--- config.mk ---
export PLATFORM = sky130hd
export DESIGN_NAME = pwm_evt_trig
export DESIGN_NICKNAME = d
export VERILOG_FILES = /design/src/rtl/pwm_et_pkg.sv /design/src/rtl/pwm_et_src.sv /design/src/rtl/pwm_et_chan.sv /design/src/rtl/pwm_evt_trig.sv
export SDC_FILE = /design/constraint.sdc
export NUM_CORES = 1
export LEC_CHECK = 0
export BUFFER_PORTS_ARGS = -buffer_cell sky130_fd_sc_hd__buf_2
export CAP_MARGIN = 20
export CORE_MARGIN = 5
export CORE_UTILIZATION = 46
export CTS_CLUSTER_SIZE = 16
export DETAILED_ROUTE_END_ITERATION = 6
export HOLD_SLACK_MARGIN = 0.02
export PLACE_DENSITY = 0.77
export SLEW_MARGIN = 15
export SYNTH_ARGS = -nofsm -noshare
export SYNTH_HDL_FRONTEND = slang
export SYNTH_SLANG_ARGS = --single-unit
--- constraint.sdc ---
create_clock -name clk -period 3.1 [get_ports clk]
set_input_delay 0.31 -clock clk [delete_from_list [all_inputs] [get_ports clk]]
set_output_delay 0.31 -clock clk [all_outputs]
set_load 0.05 [all_outputs]
--- src/rtl/pwm_et_pkg.sv ---
package pwm_et_pkg;
    typedef enum logic [2:0] {
        SRC_NONE = 3'd0,
        SRC_ZERO = 3'd1,
        SRC_PRD  = 3'd2,
        SRC_ZP   = 3'd3,
        SRC_CMP  = 3'd4,
        SRC_DC   = 3'd5
    } src_e;

    localparam int SEL_W = 3;
endpackage

--- src/rtl/pwm_et_src.sv ---
module pwm_et_src
    import pwm_et_pkg::*;
#(
    parameter bit ALLOW_DC = 1'b0
) (
    input  logic [SEL_W-1:0] sel_i,
    input  logic             zero_i,
    input  logic             prd_i,
    input  logic             cmp_i,
    input  logic             dc_i,
    output logic             hit_o
);
    logic dc_hit;

    generate
        if (ALLOW_DC) begin : g_dc
            assign dc_hit = dc_i;
        end else begin : g_no_dc
            assign dc_hit = 1'b0;
        end
    endgenerate

    always_comb begin
        unique case (sel_i)
            SRC_ZERO: hit_o = zero_i;
            SRC_PRD:  hit_o = prd_i;
            SRC_ZP:   hit_o = zero_i | prd_i;
            SRC_CMP:  hit_o = cmp_i;
            SRC_DC:   hit_o = dc_hit;
            default:  hit_o = 1'b0;
        endcase
    end
endmodule

--- src/rtl/pwm_et_chan.sv ---
module pwm_et_chan #(
    parameter int CNT_W  = 4,
    parameter bit STICKY = 1'b0
) (
    input  logic             clk,
    input  logic             rst_n,
    input  logic             hit_i,
    input  logic             sync_ld_i,
    input  logic [CNT_W-1:0] init_i,
    input  logic [CNT_W-1:0] prd_i,
    input  logic             clr_i,
    input  logic             frc_i,
    output logic             pulse_o,
    output logic             flag_o,
    output logic [CNT_W-1:0] cnt_o
);
    localparam logic [CNT_W-1:0] CNT_MAX = {CNT_W{1'b1}};

    typedef struct packed {
        logic [CNT_W-1:0] cnt;
        logic             pulse;
        logic             flag;
    } st_t;

    st_t st_d, st_q;
    logic [CNT_W-1:0] cnt_inc;
    logic             blocked;
    logic             issue;

    always_comb begin
        st_d       = st_q;
        st_d.pulse = 1'b0;
        issue      = 1'b0;
        cnt_inc    = (st_q.cnt == CNT_MAX) ? CNT_MAX : st_q.cnt + 1'b1;
        blocked    = STICKY && st_q.flag;
        if (prd_i == '0) begin
            st_d.cnt = '0;
        end else if (sync_ld_i) begin
            st_d.cnt = init_i;
        end else if (hit_i) begin
            if (cnt_inc >= prd_i && !blocked) begin
                issue    = 1'b1;
                st_d.cnt = '0;
            end else begin
                st_d.cnt = cnt_inc;
            end
        end
        if (clr_i) begin
            st_d.flag = 1'b0;
        end
        if (issue || frc_i) begin
            st_d.pulse = 1'b1;
            st_d.flag  = 1'b1;
        end
    end

    always_ff @(posedge clk or negedge rst_n) begin
        if (!rst_n) begin
            st_q <= '0;
        end else begin
            st_q <= st_d;
        end
    end

    assign pulse_o = st_q.pulse;
    assign flag_o  = st_q.flag;
    assign cnt_o   = st_q.cnt;

    // a disabled channel keeps its counter at zero
    p_off_cnt_zero_r4: assert property (@(posedge clk) disable iff (!rst_n)
        $past(prd_i == '0) |-> (cnt_o == '0));

    // with prescale 0 only a force can produce a pulse
    p_off_no_pulse_r4: assert property (@(posedge clk) disable iff (!rst_n)
        ($past(prd_i == '0) && !$past(frc_i)) |-> !pulse_o);

    // a sync preload lands in the counter
    p_sync_load_r5: assert property (@(posedge clk) disable iff (!rst_n)
        ($past(sync_ld_i) && $past(prd_i != '0)) |-> (cnt_o == $past(init_i)));

    // a force always gives a pulse
    p_force_pulse_r9: assert property (@(posedge clk) disable iff (!rst_n)
        $past(frc_i) |-> (pulse_o && flag_o));

    // every pulse leaves the flag set
    p_pulse_flag_r7: assert property (@(posedge clk) disable iff (!rst_n)
        pulse_o |-> flag_o);

    // an event-driven request leaves the counter at zero
    p_issue_cnt_r3: assert property (@(posedge clk) disable iff (!rst_n)
        (pulse_o && !$past(frc_i)) |-> (cnt_o == '0));

    generate
        if (STICKY) begin : g_sticky_chk
            // a held flag blocks event-driven pulses
            p_sticky_block_r7: assert property (@(posedge clk) disable iff (!rst_n)
                ($past(flag_o) && !$past(frc_i)) |-> !pulse_o);
        end
    endgenerate
endmodule

--- src/rtl/pwm_evt_trig.sv ---
module pwm_evt_trig
    import pwm_et_pkg::*;
#(
    parameter int CNT_W = 4
) (
    input  logic             clk,
    input  logic             rst_n,
    input  logic             evt_zero,
    input  logic             evt_prd,
    input  logic             evt_cmp,
    input  logic             evt_dc,
    input  logic             sync_in,
    input  logic             sync_load_en,
    input  logic [2:0]       int_sel,
    input  logic [CNT_W-1:0] int_prd,
    input  logic [CNT_W-1:0] int_init,
    input  logic             int_clr,
    input  logic             int_frc,
    input  logic [2:0]       soc_sel,
    input  logic [CNT_W-1:0] soc_prd,
    input  logic [CNT_W-1:0] soc_init,
    input  logic             soc_clr,
    input  logic             soc_frc,
    output logic             int_pulse,
    output logic             int_flag,
    output logic [CNT_W-1:0] int_cnt,
    output logic             soc_pulse,
    output logic             soc_flag,
    output logic [CNT_W-1:0] soc_cnt
);
    localparam int NCH = 2;
    localparam bit [NCH-1:0] CH_DC     = 2'b10;
    localparam bit [NCH-1:0] CH_STICKY = 2'b01;

    logic [NCH-1:0][SEL_W-1:0] sel_a;
    logic [NCH-1:0][CNT_W-1:0] prd_a, init_a, cnt_a;
    logic [NCH-1:0]            clr_a, frc_a, hit_a, pulse_a, flag_a;
    logic                      sync_ld;

    assign sync_ld = sync_in & sync_load_en;
    assign sel_a   = {soc_sel, int_sel};
    assign prd_a   = {soc_prd, int_prd};
    assign init_a  = {soc_init, int_init};
    assign clr_a   = {soc_clr, int_clr};
    assign frc_a   = {soc_frc, int_frc};

    generate
        for (genvar i = 0; i < NCH; i++) begin : g_ch
            pwm_et_src #(.ALLOW_DC(CH_DC[i])) u_src (
                .sel_i  (sel_a[i]),
                .zero_i (evt_zero),
                .prd_i  (evt_prd),
                .cmp_i  (evt_cmp),
                .dc_i   (evt_dc),
                .hit_o  (hit_a[i])
            );
            pwm_et_chan #(.CNT_W(CNT_W), .STICKY(CH_STICKY[i])) u_chan (
                .clk       (clk),
                .rst_n     (rst_n),
                .hit_i     (hit_a[i]),
                .sync_ld_i (sync_ld),
                .init_i    (init_a[i]),
                .prd_i     (prd_a[i]),
                .clr_i     (clr_a[i]),
                .frc_i     (frc_a[i]),
                .pulse_o   (pulse_a[i]),
                .flag_o    (flag_a[i]),
                .cnt_o     (cnt_a[i])
            );
        end
    endgenerate

    assign int_pulse = pulse_a[0];
    assign int_flag  = flag_a[0];
    assign int_cnt   = cnt_a[0];
    assign soc_pulse = pulse_a[1];
    assign soc_flag  = flag_a[1];
    assign soc_cnt   = cnt_a[1];

    // request pulses never last two cycles
    p_pulse_single_r11: assert property (@(posedge clk) disable iff (!rst_n)
        ($past(int_pulse) && !$past(int_frc)) |-> !int_pulse);

    // digital-compare events never drive the interrupt channel
    p_int_no_dc_r2: assert property (@(posedge clk) disable iff (!rst_n)
        ($past(int_sel == 3'd5) && !$past(int_frc) && !$past(sync_ld)
         && $past(int_prd != '0)) |-> (int_cnt == $past(int_cnt)));
endmodule

* Yosys cells after proc, flatten, opt, wreduce, memory -nomap -nowiden
Cells that the tools add are included.
** Word-level totals
- Memory bits (writable) :: 0
- Register bits after elaboration :: 12
- Logic and storage cells :: 57
- Memory bits (read-only) :: 0
- Memories kept :: 0
- Output and inout port bits :: 12
- Latch bits :: 0
** Operators by class
- Divide/modulo/power cells :: 0
- Order comparisons :: 2
- Multipliers :: 0
- Reduce and logical (&&, ||, !) cells :: 10
- Muxes and demuxes :: 24
- Bitwise logic cells :: 2
- Add/subtract/negate cells :: 2
- Eq/ne operators :: 11
- Shift operators :: 0
** Operators with widths (count)
- 4-bit two-way mux :: 10
- 3-bit by 2-bit == test with 1-bit output (second input constant) :: 4
- 1-bit two-way mux :: 10
- 3-bit == test (second input constant) :: 3
- 4-bit by 1-bit adder with 4-bit output (second input constant) :: 2
- 4-bit == test (second input constant) :: 2
- 4-bit >= comparator :: 2
- 4-bit zero test :: 2
- 3-bit by 1-bit == test with 1-bit output (second input constant) :: 2
- 3-bit nonzero test :: 2
- 1-bit one-hot mux with 5 select lines :: 1
- 2-bit two-way mux :: 2
- 1-bit one-hot mux with 4 select lines :: 1
- 2-bit nonzero test :: 2
- 1-bit logical OR :: 2
- 1-bit AND :: 1
- 1-bit logical AND :: 1
- 1-bit zero test :: 1
- 1-bit OR :: 1

* Logic depth before layout (Yosys ltp)
- Depth in word-level cells :: 10
- Mapped depth :: 9

* By module
From an unflattened synthesis, not the netlist that was laid out.
** Second synthesis, totals
- Cells, all modules :: 106
- Area total of the unflattened synthesis :: 1014.7 sq um
** Modules (own cells, without submodules)
- pwm_et_chan (g_ch[1].u_chan) :: area an instance 491.7 sq um, sequential area each 150.1 sq um, times used 1, cells an instance 50
- pwm_et_chan (g_ch[0].u_chan) :: area an instance 466.7 sq um, sequential area each 150.1 sq um, times used 1, cells an instance 48
- pwm_et_src (g_ch[1].u_src) :: area an instance 30.0 sq um, sequential area each 0.0 sq um, times used 1, cells an instance 4
- pwm_et_src (g_ch[0].u_src) :: area an instance 20.0 sq um, sequential area each 0.0 sq um, times used 1, cells an instance 3
- pwm_evt_trig :: area an instance 6.3 sq um, sequential area each 0.0 sq um, times used 1, cells an instance 1

* Worst setup path after synthesis
OpenSTA, ideal clock, no wires.
- Kind :: reg-to-reg
- Start :: register g_ch[0].u_chan.st_q (netlist bit g_ch[0].u_chan.cnt_o[0])
- End :: register g_ch[0].u_chan.st_q (netlist bit g_ch[0].u_chan.flag_o)
- Required time :: 2.974 ns
- Data arrival time :: 2.486 ns
- Period minus slack after synthesis :: 2.612 ns
- Setup slack :: 0.488 ns
- Cell stages (with the launch flop) :: 10
- Cells stage by stage :: dfrtp_1 ha_1 nand3_1 nand2_1 inv_1 ha_1 or3b_2 a221oi_1 nor2_1 a311o_1
** Between the ends
- Cells in the longest elaborated chain, start to end :: 10
** RTL lines
- from (decl) :: RTL line pwm_et_chan.sv:25 : st_t st_d, st_q;
- from (signal assigned) :: RTL line pwm_et_chan.sv:61 : st_q <= st_d;
- 4-bit by 1-bit adder with 4-bit output / 4-bit == test (equally long branches) :: RTL line pwm_et_chan.sv:34 : cnt_inc = (st_q.cnt == CNT_MAX) ? CNT_MAX : st_q.cnt + 1'b1;
- 4-bit two-way mux * :: RTL line pwm_et_chan.sv:34
- 4-bit >= comparator * :: RTL line pwm_et_chan.sv:41 : if (cnt_inc >= prd_i && !blocked) begin
- 1-bit logical AND * :: RTL line pwm_et_chan.sv:41
- 1-bit two-way mux * :: RTL line pwm_et_chan.sv:41
- 1-bit two-way mux * :: RTL line pwm_et_chan.sv:40 : end else if (hit_i) begin
- 1-bit two-way mux * :: RTL line pwm_et_chan.sv:38 : end else if (sync_ld_i) begin
- 1-bit two-way mux * :: RTL line pwm_et_chan.sv:36 : if (prd_i == '0) begin
- 1-bit logical OR * :: RTL line pwm_et_chan.sv:51 : if (issue || frc_i) begin
- 2-bit two-way mux / 2-bit nonzero test (equally long branches)
Every way passes the cells marked *; elsewhere a longest branch is shown, timed or not.
A chain may end at the register's enable or synchronous reset.

* Final worst setup path
Ends and elaborated chain as after synthesis.

==> impl_metrics.tcl <==
set metrics [dict create \
    synth_seq_area_share_pct 29.1 \
    yosys.cell_types.count 36 \
    relSlewSlack_pct 51.7 \
    syn_area_mm2 0.00103 \
    drtIter0Drc 34 \
    whs_endpoint "g_ch[1].u_chan.pulse_o" \
    ctsRootBufferMaster "clkbuf_4" \
    drive_gt1_share_pct 33.7 \
    post_cts_buffers 0 \
    ys_async_sr_fraction_pct 100 \
    synthTopCellsByArea "dfrtp_1 29%, ha_1 12%, a221oi_1 5.1%" \
    die_h_um 57.4 \
    post_drt_wl_per_cell_um 14.8 \
    multiInputGateArea_um2 672 \
    diodes 0 \
    p_per_area_mw_per_mm2 790 \
    synth_ff_type "dfrtp_1" \
    post_cts_resize_count 0 \
    seqCellArea_um2 300 \
    cap_violations 0 \
    totalWireLength_um 2880 \
    numCtsBuffers 3 \
    synthMuxAreaShare_pct 0.970 \
    overflow 0 \
    syn_nets 162 \
    avgSynthCellArea_um2 8.75 \
    synth_edf_count 0 \
    vias 1161 \
    yosysTopAreaCellShare_pct 29.1 \
    start_util_pct 47.6 \
    rows 17 \
    skew_ns 0.00167 \
    grt_pass1_vias 1201 \
    fill_cells 202 \
    synthXorXnorAreaFrac_pct 0 \
    hold_violations 0 \
    via_per_inst 5.98 \
    cp-end-kind "register" \
    die-area_mm2 0.00329 \
    ys_ff_latch 12 \
    gp_congestion 0.885 \
    finalSetupViolCount 0 \
    hold_depth 2 \
    htreeDepth 1 \
    yosys.area_share.simple_pct 21.3 \
    cp_max_fo 6 \
    synth_cells 118 \
    antenna_found_initial 0 \
    drv_slew 0 \
    min-delay-start "soc_frc" \
    rsz0062_at_grt "false" \
    r2r-end "g_ch[0].u_chan.flag_o" \
    postCtsHoldBufs 1 \
    status "complete, no violations" \
    portBuffers 45 \
    drt_first_pass_iters 4 \
    r2r_cells 9 \
    power_w 0.00105 \
    die_x_um 57.4 \
    clk_latency_ns 0.28 \
    synthAdderAreaFrac_pct 12.1 \
    fin_util_pct 61.0 \
    worstReg2RegStart "g_ch[0].u_chan.cnt_o[0]" \
    area_growth_pct 28.2 \
    ant_nets 0 \
    yosys_warnings 0 \
    ys_top_cells_by_count "12 x dfrtp_1, 12 x inv_1, 10 x ha_1, 9 x o21ai_0, 7 x a21oi_1" \
    tns_ns 0 \
    grt_usage_pct 18.4 \
    arrival_ns 2.55 \
    synth_top_family_by_area "compound AO/OA/AOI/OAI gates" \
    numClockSinks 12 \
    tightest_slew_ns 0.718 \
    fin_crit_ns 2.37 \
    setup.worst_path.class "reg -> reg" \
    grt_pass1_wl_um 4910 \
    p_leak_nw 0.676 \
    vdd_ir_drop_max_mv 0.362 \
    cts_tree "yes" \
    ios 46 \
    clk_pin_slew_ns 0.08 \
    drc_errors 0 \
    clockBufferDepth 2 \
    final_nets 211 \
    synth-compound-area-share_pct 30.7 \
    rrSetupSlack_ns 0.73 \
    cp-start-kind "register" \
    synth_largest_area_cell "dfrtp_1" \
    hp-class "in -> reg" \
    cp.required_ns 3.27 \
    core_area_mm2 0.00217 \
    max_freq_ghz 0.421 \
    fin_crit_sh_pct 76.6 \
    place_hpwl_um 2310 \
    grt_start_max_net_pins 13 \
]
-- worst max-delay path, cell delays in order (launching register included) --
cell	delay (ns)
dfrtp_1	0.43
ha_1	0.25
nand3_1	0.11
nand2_1	0.11
inv_1	0.05
ha_1	0.26
or3b_2	0.45
a221oi_1	0.26
nor2_1	0.08
a311o_1	0.26
-- logic make-up (layout without fill, tap and decap cells) --
logic type                 after synthesis  count (layout)
AOI/OAI and AO/OA                       44              44
adders and majority gates               10              10
buffers and inverters                   14              62
DFF                                     12              12
muxes                                    1               1
and+or+nand+nor                         37              37
-- layout make-up --
cell class | instances | share of cell area (%)
flip-flops and latches | 12 | 22.7
clock buffers | 4 | 2.74
repair buffers | 46 | 17.8
well taps | 28 | 2.65
inverters | 12 | 3.40
multi-input cells | 92 | 50.8
-- cells in the final DEF, fill, tap and decap left out, types with 2 or more instances in the layout --
cell / instances
a311o_1: 2
o211ai_1: 4
dfrtp_1: 12
clkbuf_4: 3
or3b_2: 2
nand2b_1: 3
nor3_1: 4
o21ai_0: 9
inv_1: 12
a221oi_1: 6
and3_1: 3
o21a_1: 3
nor2_1: 3
nand3_1: 6
nor2b_1: 5
ha_1: 10
a31o_2: 2
and2_1: 2
nand2_1: 4
buf_2: 45
a21oi_1: 7
o221ai_1: 3
-- report_power, final --
| group | total (W) | switching [W] | internal [W] |
|---|---|---|---|
| clock | 0.000130 | 0.0000588 | 0.0000716 |
| combinational | 0.000648 | 0.000419 | 0.000230 |
| sequential | 0.000267 | 0.0000626 | 0.000204 |
-- layer usage --
| layer | up-vias | GRT usage, % | part of all wire [%] |
|---|---|---|---|
| li1 | 557 | - | - |
| met1 | 543 | 21.6 | 42 |
| met2 | 55 | 32.3 | 48 |
| met3 | 6 | 2.49 | 7.8 |
| met4 | 0 | 9.27 | 1.5 |
| met5 | - | 0 | 0 |
-- worst max-delay path by stage --
stage          slack [ns]               startpoint                 endpoint  cells after the start
2_1_floorplan        0.49  g_ch[0].u_chan.cnt_o[0]    g_ch[0].u_chan.flag_o                      9
3_3_place_gp         0.82  g_ch[0].u_chan.cnt_o[0]    g_ch[0].u_chan.flag_o                      9
3_5_place_dp         0.74  g_ch[0].u_chan.cnt_o[0]  g_ch[0].u_chan.cnt_o[0]                      8
4_1_cts              0.70  g_ch[0].u_chan.cnt_o[0]  g_ch[0].u_chan.cnt_o[0]                      8
5_1_grt              0.50  g_ch[0].u_chan.cnt_o[0]  g_ch[0].u_chan.cnt_o[3]                      8
6_report             0.73  g_ch[0].u_chan.cnt_o[0]    g_ch[0].u_chan.flag_o                      9
-- flip-flops by register name, summed over array words and instances (netlist names) --
name	flops
g_ch.u_chan.cnt_o	8
g_ch.u_chan.flag_o	2
g_ch.u_chan.pulse_o	2
-- per-stage QoR --
step | setup WS (ns) | std cells | hold slack [ns] | instance area [µm²]
detailed placement | 0.745 | 189 | 0.211 | 1280
finish | 0.725 | 194 | 0.232 | 1320
CTS | 0.705 | 194 | 0.233 | 1320
global placement | 0.824 | 189 | 0.207 | 1280
global route | 0.495 | 194 | 0.238 | 1320
floorplan | 0.488 | 118 | 0.0144 | 1030
Note: power is estimated with default switching activity, not from simulation.
